**src/rtl/lsm_seq.sv**
```systemverilog
module lsm_seq #(
  parameter int AW   = 32,
  parameter int DW   = 32,
  parameter int NREG = 16,
  localparam int RW  = $clog2(NREG),
  localparam int CW  = $clog2(NREG + 1)
) (
  input  logic            clk,
  input  logic            rst_n,
  input  logic            start,
  input  logic            is_load,
  input  logic [NREG-1:0] reg_list,
  input  logic [RW-1:0]   base_idx,
  input  logic [AW-1:0]   base_val,
  input  logic            up,
  input  logic            pre,
  input  logic            wb_en,
  input  logic            cond_ok,
  input  logic [DW-1:0]   rf_rd_data,
  input  logic [DW-1:0]   mem_rdata,
  output logic            busy,
  output logic [RW-1:0]   rf_rd_idx,
  output logic            rf_we,
  output logic [RW-1:0]   rf_wr_idx,
  output logic [DW-1:0]   rf_wr_data,
  output logic            mem_req,
  output logic            mem_we,
  output logic [AW-1:0]   mem_addr,
  output logic [DW-1:0]   mem_wdata,
  output logic            done,
  output logic            pc_redirect
);

  typedef enum logic [1:0] {S_IDLE, S_SETUP, S_XFER, S_FIN} st_t;

  st_t            st;
  logic [NREG-1:0] rem;
  logic [AW-1:0]  addr_q, wbval_q;
  logic [RW-1:0]  bidx_q, ld_idx_q, cur;
  logic           load_q, wb_q, first_q, ld_pend_q;

  logic [CW-1:0]  cnt;
  logic [AW-1:0]  off, start_addr, new_base;
  logic [NREG-1:0] rem_next;

  always_comb begin
    cnt = '0;
    for (int i = 0; i < NREG; i++) cnt = cnt + CW'(reg_list[i]);
  end

  always_comb begin
    cur = '0;
    for (int i = NREG - 1; i >= 0; i--)
      if (rem[i]) cur = RW'(i);
  end

  assign off        = AW'(cnt) << 2;
  assign new_base   = up ? base_val + off : base_val - off;
  assign start_addr = up ? (pre ? base_val + AW'(4) : base_val)
                         : (pre ? base_val - off : base_val - off + AW'(4));
  assign rem_next   = rem & ~(NREG'(1) << cur);

  always_ff @(posedge clk or negedge rst_n) begin
    if (!rst_n) begin
      st        <= S_IDLE;
      rem       <= '0;
      addr_q    <= '0;
      wbval_q   <= '0;
      bidx_q    <= '0;
      ld_idx_q  <= '0;
      load_q    <= 1'b0;
      wb_q      <= 1'b0;
      first_q   <= 1'b0;
      ld_pend_q <= 1'b0;
    end else begin
      case (st)
        S_IDLE: begin
          ld_pend_q <= 1'b0;
          if (start) begin
            if (cond_ok && |reg_list) begin
              st      <= S_SETUP;
              rem     <= reg_list;
              addr_q  <= start_addr;
              wbval_q <= new_base;
              bidx_q  <= base_idx;
              load_q  <= is_load;
              wb_q    <= wb_en;
            end else begin
              st <= S_FIN;
            end
          end
        end
        S_SETUP: begin
          st        <= S_XFER;
          first_q   <= 1'b1;
          ld_pend_q <= 1'b0;
        end
        S_XFER: begin
          addr_q    <= addr_q + AW'(4);
          rem       <= rem_next;
          first_q   <= 1'b0;
          ld_pend_q <= load_q;
          ld_idx_q  <= cur;
          if (rem_next == '0) st <= S_FIN;
        end
        default: begin
          st        <= S_IDLE;
          ld_pend_q <= 1'b0;
        end
      endcase
    end
  end

  logic wb_now;
  assign wb_now      = (st == S_XFER) && first_q && wb_q;

  assign busy        = (st != S_IDLE);
  assign mem_req     = (st == S_XFER);
  assign mem_we      = (st == S_XFER) && !load_q;
  assign mem_addr    = addr_q;
  assign mem_wdata   = rf_rd_data;
  assign rf_rd_idx   = cur;
  assign rf_we       = wb_now || ld_pend_q;
  assign rf_wr_idx   = wb_now ? bidx_q : ld_idx_q;
  assign rf_wr_data  = wb_now ? DW'(wbval_q) : mem_rdata;
  assign done        = (st == S_FIN);
  assign pc_redirect = ld_pend_q && (ld_idx_q == RW'(NREG - 1));

endmodule

```
**config.mk**
```make
export PLATFORM = sky130hd
export DESIGN_NAME = lsm_seq
export DESIGN_NICKNAME = d
export VERILOG_FILES = /design/src/rtl/lsm_seq.sv
export SDC_FILE = /design/constraint.sdc
export NUM_CORES = 1
export LEC_CHECK = 0
export ABC_CLOCK_PERIOD_IN_PS = 4300
export BUFFER_PORTS_ARGS = -buffer_cell sky130_fd_sc_hd__buf_2
export CAP_MARGIN = 20
export CORE_UTILIZATION = 40
export DETAILED_ROUTE_END_ITERATION = 10
export SLEW_MARGIN = 20
export SYNTH_ARGS = -nofsm -noshare
export SYNTH_HDL_FRONTEND = slang
export SYNTH_SLANG_ARGS = --single-unit
```
**constraint.sdc**
```tcl
create_clock -name clk -period 4.3 [get_ports clk]
set_input_delay 0.43 -clock clk [delete_from_list [all_inputs] [get_ports clk]]
set_output_delay 0.43 -clock clk [all_outputs]
set_load 0.05 [all_outputs]
```
Word level (Yosys, flattened, before mapping)

Index checks and enable logic that the tools add are counted.

Bits in registers: 94
Bits of input ports: 124
Output and inout port bits: 110
Word-level logic and storage cells: 90

Add/subtract/negate cells: 20
Equal/unequal tests: 7
Shift operators: 1
Multiplexer cells: 34
Bitwise gates (word level): 2
Reduce and logical (&&, ||, !) cells: 16

Operators with widths:

| kind                    | count |
|---|---|
| $mux W32                | 7 |
| $add A32 B3 Y32 const B | 3 |
| $mux W4                 | 17 |
| $pmux W32 S2            | 1 |
| $add A5 B1 Y5           | 11 |
| $add A32 B7 Y32         | 1 |
| $mux W16                | 2 |
| $pmux W16 S2            | 1 |
| $sub A32 B7 Y32         | 1 |
| $and A16 B16 Y16        | 1 |
| $logic_not A16 Y1       | 1 |
| $not A16 Y16            | 1 |
| $reduce_or A16 Y1       | 1 |
| $shl A1 B4 Y16 const A  | 1 |
| $mux W2                 | 3 |
| $pmux W2 S3             | 1 |
| $reduce_and A3 Y1       | 2 |
| $reduce_bool A2 Y1      | 3 |
| $add A4 B1 Y5           | 1 |
| $logic_and A1 B1 Y1     | 5 |
| $add A3 B1 Y4           | 1 |
| $eq A2 B2 Y1 const B    | 2 |
| $eq A4 B4 Y1 const B    | 1 |
| $ne A2 B2 Y1 const B    | 2 |
| 10 further kinds        | 10 |

Depth between registers and ports, before layout

Depth after elaboration: 22
Depth in mapped cells: 23
Mapped depth without buffers: 22

Worst setup path before layout

No wires, ideal clock.

Kind: in2reg
From: input reg_list[0]
To: register addr_q[17], in the netlist mem_addr[17]
Setup time: 126 ps
Data arrival time: 6246 ps
Data required time: 4174 ps
Slack: -2071 ps
Stages: 20
Path buffers: 1
Cells stage by stage: inv_1 fa_1 fa_1 fa_1 fa_1 inv_1 ha_1 fa_1 a21o_1 and2_1 ha_1 nor2_1 o311a_1 clkbuf_1 o41ai_1 a222oi_1 o2111ai_2 a222oi_1 mux2i_1 a221o_1

Word-level cells in the longest chain between the ends: 22
Elaborated cells on any way between the ends: 26
Classes of those cells: 17 x add/sub; 1 x eq/ne; 5 x mux; 3 x reduce/logical

RTL lines:

| what                         | line | source |
|---|---|---|
| from (decl)                  | 12   | `input logic [NREG-1:0] reg_list,` |
| $add A1 B1 Y2                | 48   | `for (int i = 0; i < NREG; i++) cnt = cnt + CW'(reg_list[i]);` |
| $add A2 B1 Y3                | 48   |  |
| $add A3 B1 Y4                | 48   |  |
| $add A4 B1 Y5                | 48   |  |
| $add A5 B1 Y5 (11 in series) | 48   |  |
| $sub A32 B7 Y32              | 60   | `: (pre ? base_val - off : base_val - off + AW'(4));` |
| $add A32 B3 Y32              | 60   |  |
| $mux W32                     | 60   |  |
| $mux W32                     | 59   | `assign start_addr = up ? (pre ? base_val + AW'(4) : base_val)` |
| $mux W32                     | 80   | `if (cond_ok && \|reg_list) begin` |
| $mux W32                     | 79   | `if (start) begin` |
| $pmux W32 S2                 | 76   | `case (st)` |
| to (signal assigned)         | 83   | `addr_q <= start_addr;` |
| to (signal assigned)         | 99   | `addr_q <= addr_q + AW'(4);` |
| to (decl)                    | 38   | `logic [AW-1:0] addr_q, wbval_q;` |

Several ways; a longest one is shown, not always the timed one. The select of a mux whose other input is x is not followed.
A chain may end at the register's enable or synchronous reset.

Final worst setup path

From: input reg_list[5]
To: register addr_q[26], in the netlist mem_addr[26]

Word-level cells in the longest chain between the ends: 18
Elaborated cells on any way between the ends: 22
Classes of those cells: 13 x add/sub; 1 x eq/ne; 5 x mux; 3 x reduce/logical

RTL lines:

| what                         | line |
|---|---|
| $add A5 B1 Y5 (11 in series) | 48 |
| $sub A32 B7 Y32              | 60 |
| $add A32 B3 Y32              | 60 |
| $mux W32                     | 60 |
| $mux W32                     | 59 |
| $mux W32                     | 80 |
| $mux W32                     | 79 |
| $pmux W32 S2                 | 76 |

Several ways; a longest one is shown, not always the timed one. The select of a mux whose other input is x is not followed.

==> impl_metrics.env <==
export IMPL_status="finished, violations left"
export IMPL_failed_checks="setup timing"
export IMPL_r2r_slack_ns=0.85
export IMPL_dp_cells=1726
export IMPL_worst_ep_required_time_ns=4.54
export IMPL_design_area_um2=13500
export IMPL_ys_top_cells_by_area="dfrtp_1 (25%), mux2_2 (5.6%), nand2_1 (5.6%)"
export IMPL_cpPeakStageDelay_ns=0.54
export IMPL_synthArstFlopShare_pct=100
export IMPL_max_slew_worst_pin_slew_ns=1.07
export IMPL_drt_pass1_iter_count=6
export IMPL_r2r_start="rem[3]"
export IMPL_cp_start_kind="input port"
export IMPL_ir_worst_vdd_mv=0.390
export IMPL_holdPathStages=3
export IMPL_min_to="load_q"
export IMPL_num_vias=10398
export IMPL_die_w_um=156
export IMPL_clockBufferDepth=2
export IMPL_fin_cells=1824
export IMPL_n_antenna_cell=0
export IMPL_maxCapViolCount=0
export IMPL_use_met3_pct=4.58
export IMPL_hpwl_um=24400
export IMPL_yosysMostFrequentCell="nand2_1"
export IMPL_critPathCaptureType="flip-flop"
export IMPL_synth_seq_cells=94
export IMPL_grt_pass1_wl_um=54000
export IMPL_ys_top_cells_by_count="nand2_1 (140), nor2_1 (101), dfrtp_1 (94), o21ai_0 (78), a21oi_1 (71)"
export IMPL_final_nets=1665
export IMPL_relSlewSlack_pct=28.8
export IMPL_final_util_pct=59.1
export IMPL_cts_root_buf="clkbuf_16"
export IMPL_cts_buffers=9
export IMPL_setup_viol=56
export IMPL_dieArea_um2=24200
export IMPL_rsz0062_at_grt="yes"
export IMPL_critPathMostFrequentCell="fa_1"
export IMPL_hold_viol=0
export IMPL_first_iter_violations=970
export IMPL_skew_ns=0.0157
export IMPL_avgSynthCellArea_um2=7.80
export IMPL_clkTransAtPathRegs_ns=0.08
export IMPL_busiest_layer="met2"
export IMPL_cp_depth=23
export IMPL_routed_wl_um=34900
export IMPL_crit_path_cell_trace="buf_8 -> inv_4 -> fa_1 -> fa_1 -> fa_2 -> fa_1 -> inv_2 -> ha_4 -> fa_2 -> xor2_4 -> ha_4 -> buf_4 -> buf_6 -> or2b_1 -> o311a_1 -> buf_6 -> nor4_4 -> xnor2_2 -> or3_4 -> buf_4 -> a2111oi_4 -> xor2_1 -> a21oi_1"
export IMPL_arrival_ns=6.15
export IMPL_synth_ff_type="dfrtp_1"
export IMPL_reg2reg_depth=8
export IMPL_ys_types=83
export IMPL_max_freq_mhz=169
export IMPL_grt_pass1_vias=9756
export IMPL_placementRows=55
export IMPL_finalPower_uw=10000
export IMPL_finalWorstSetupSlack_ns=-1.60
export IMPL_finalMaxSlewViolations=0
export IMPL_hold_class="input port to flip-flop"
export IMPL_yosysWarnings=0
export IMPL_grt_max_degree=70
export IMPL_period_needed_ns=5.90
export IMPL_syn_area_um2=9440
export IMPL_yosysTopAreaCell="dfrtp_1"
export IMPL_grt_usage_pct=28.5
export IMPL_final_antenna_net_count=0
export IMPL_ys_seq_area_share_pct=24.9
export IMPL_synth_edff_count=0
export IMPL_worstSetupPathType="input port to flip-flop"
export IMPL_fillers=2011
export IMPL_layout_drive_gt1_share_pct=42.2
export IMPL_clkLatencyLatePin_ns=0.36
export IMPL_io_pins=234
export IMPL_place_area_um2=11600
export IMPL_synth_top_area_share_pct=24.9
export IMPL_min_from="is_load"
export IMPL_core_area_um2=22900
export IMPL_period_share_pct=137
export IMPL_cts_tree="yes"
export IMPL_path_buf_inv=7
export IMPL_route_detailed_drc=0
export IMPL_syn_inst=1209
export IMPL_power_density_nw_per_um2=742
export IMPL_cp_top_family="adder cells"
export IMPL_routedWlPerCell_um=19.1
export IMPL_viasPerCell=5.70
export IMPL_multiInputGateArea_um2=7490
export IMPL_grt_use_met2_pct=45.2
export IMPL_cts_sinks=94
export IMPL_syn_num_nets=1368
export IMPL_worstPathMaxFanout=5
export IMPL_io_buffers=169
export IMPL_antenna_found_initial=0
export IMPL_die_h_um=156
export IMPL_areaGrowthSynthToFinish_pct=43.6
export IMPL_cts_max_level=3
export IMPL_p_leak_uw=0.00589
export IMPL_initial_utilization_pct=41.2
export IMPL_critPathSlowestCell="fa_1"
export IMPL_timing_rr_end="st[1]"
export IMPL_gp_congestion=0.916
export IMPL_met1_usage_pct=38.9
export IMPL_gr_total_overflow=0
export IMPL_seq_area_um2=2350
worst register-to-register path, stage by stage, from the launching register on:
cell,delay (ns)
dfrtp_1,0.48
or4_1,0.66
nor2b_1,0.22
nand3_1,0.19
a2111oi_0,0.51
o2111ai_1,0.17
a2111o_1,0.37
o32ai_1,0.37
mux2_2,0.37
through the flow:
stage                     setup WS, ns  TNS, ns  hold WS [ns]
after global routing             -1.76   -70.85         0.273
after global placement           -2.06   -82.24         0.298
after detailed placement         -2.13   -84.26         0.297
after floorplan                  -1.86   -53.85         0.134
final                            -1.60   -61.55         0.268
after CTS                        -1.51   -54.80         0.259
layout by cell type (no fill, tap or decap), types with 39 or more instances in the layout:
master and n:
buf_6 50, a21oi_1 54, mux2_2 47, buf_4 170
xor2_1 39, dfrtp_1 94, o21ai_0 44, nand2_1 133
inv_1 47, nand3_1 44, buf_2 162, nor2_1 87
where the power goes:
group	internal (uW)	switching, uW	total (uW)
sequential	1320	501	1820
clock	415	401	816
combinational	3180	4230	7410
state kept, by name (all words and copies together) (netlist names):
register	flops
rem	16
wbval_q	32
ld_idx_q	4
bidx_q	4
first_q	1
st	2
ld_pend_q	1
wb_q	1
mem_addr	32
load_q	1
layer usage:
layer  part of all wire (%)  wire length (um)
met5                      0                 0
met1                     45             15700
met2                     46             16200
met4                    2.9              1030
met3                    5.8              2020
cell families after synthesis:
logic type / Yosys count / share of synthesized area, %
and+or+nand+nor: 464 / 24.4
AOI/OAI and AO/OA: 297 / 21.0
buffers and inverters: 164 / 8.06
DFF: 94 / 24.9
xor gates and xnor gates: 91 / 8.45
muxes: 64 / 7.55
adders and majority gates: 35 / 5.60
cell type report:
class	instances	area share, %
Clock buffer	11	1.79
Timing Repair Buffer	391	20.7
Multi-Input combinational cell	951	55.3
Inverter	59	1.73
Sequential cell	94	17.4
Clock inverter	5	0.286
Tap cell	313	2.89
repair_timing:
| action | 4_1_cts | 5_1_grt |
|---|---|---|
| setup buffers | 64 | 36 |
| gates resized for setup | 111 | 119 |
| endpoints found under the hold margin | 11 | 0 |
| setup endpoints to repair | 56 | 57 |
| hold buffers | 1 | 0 |
| pin swaps | 49 | 67 |
how the worst max path moves through the flow:
stage                       startpoint      endpoint  slack, ns
final                      reg_list[5]  mem_addr[26]      -1.60
after global routing       reg_list[5]  mem_addr[26]      -1.76
after CTS                 reg_list[11]  mem_addr[31]      -1.51
after detailed placement  reg_list[11]  mem_addr[17]      -2.13
after global placement    reg_list[11]  mem_addr[17]      -2.06
after floorplan           reg_list[11]  mem_addr[17]      -1.86
(Power assumes the default switching activity.)
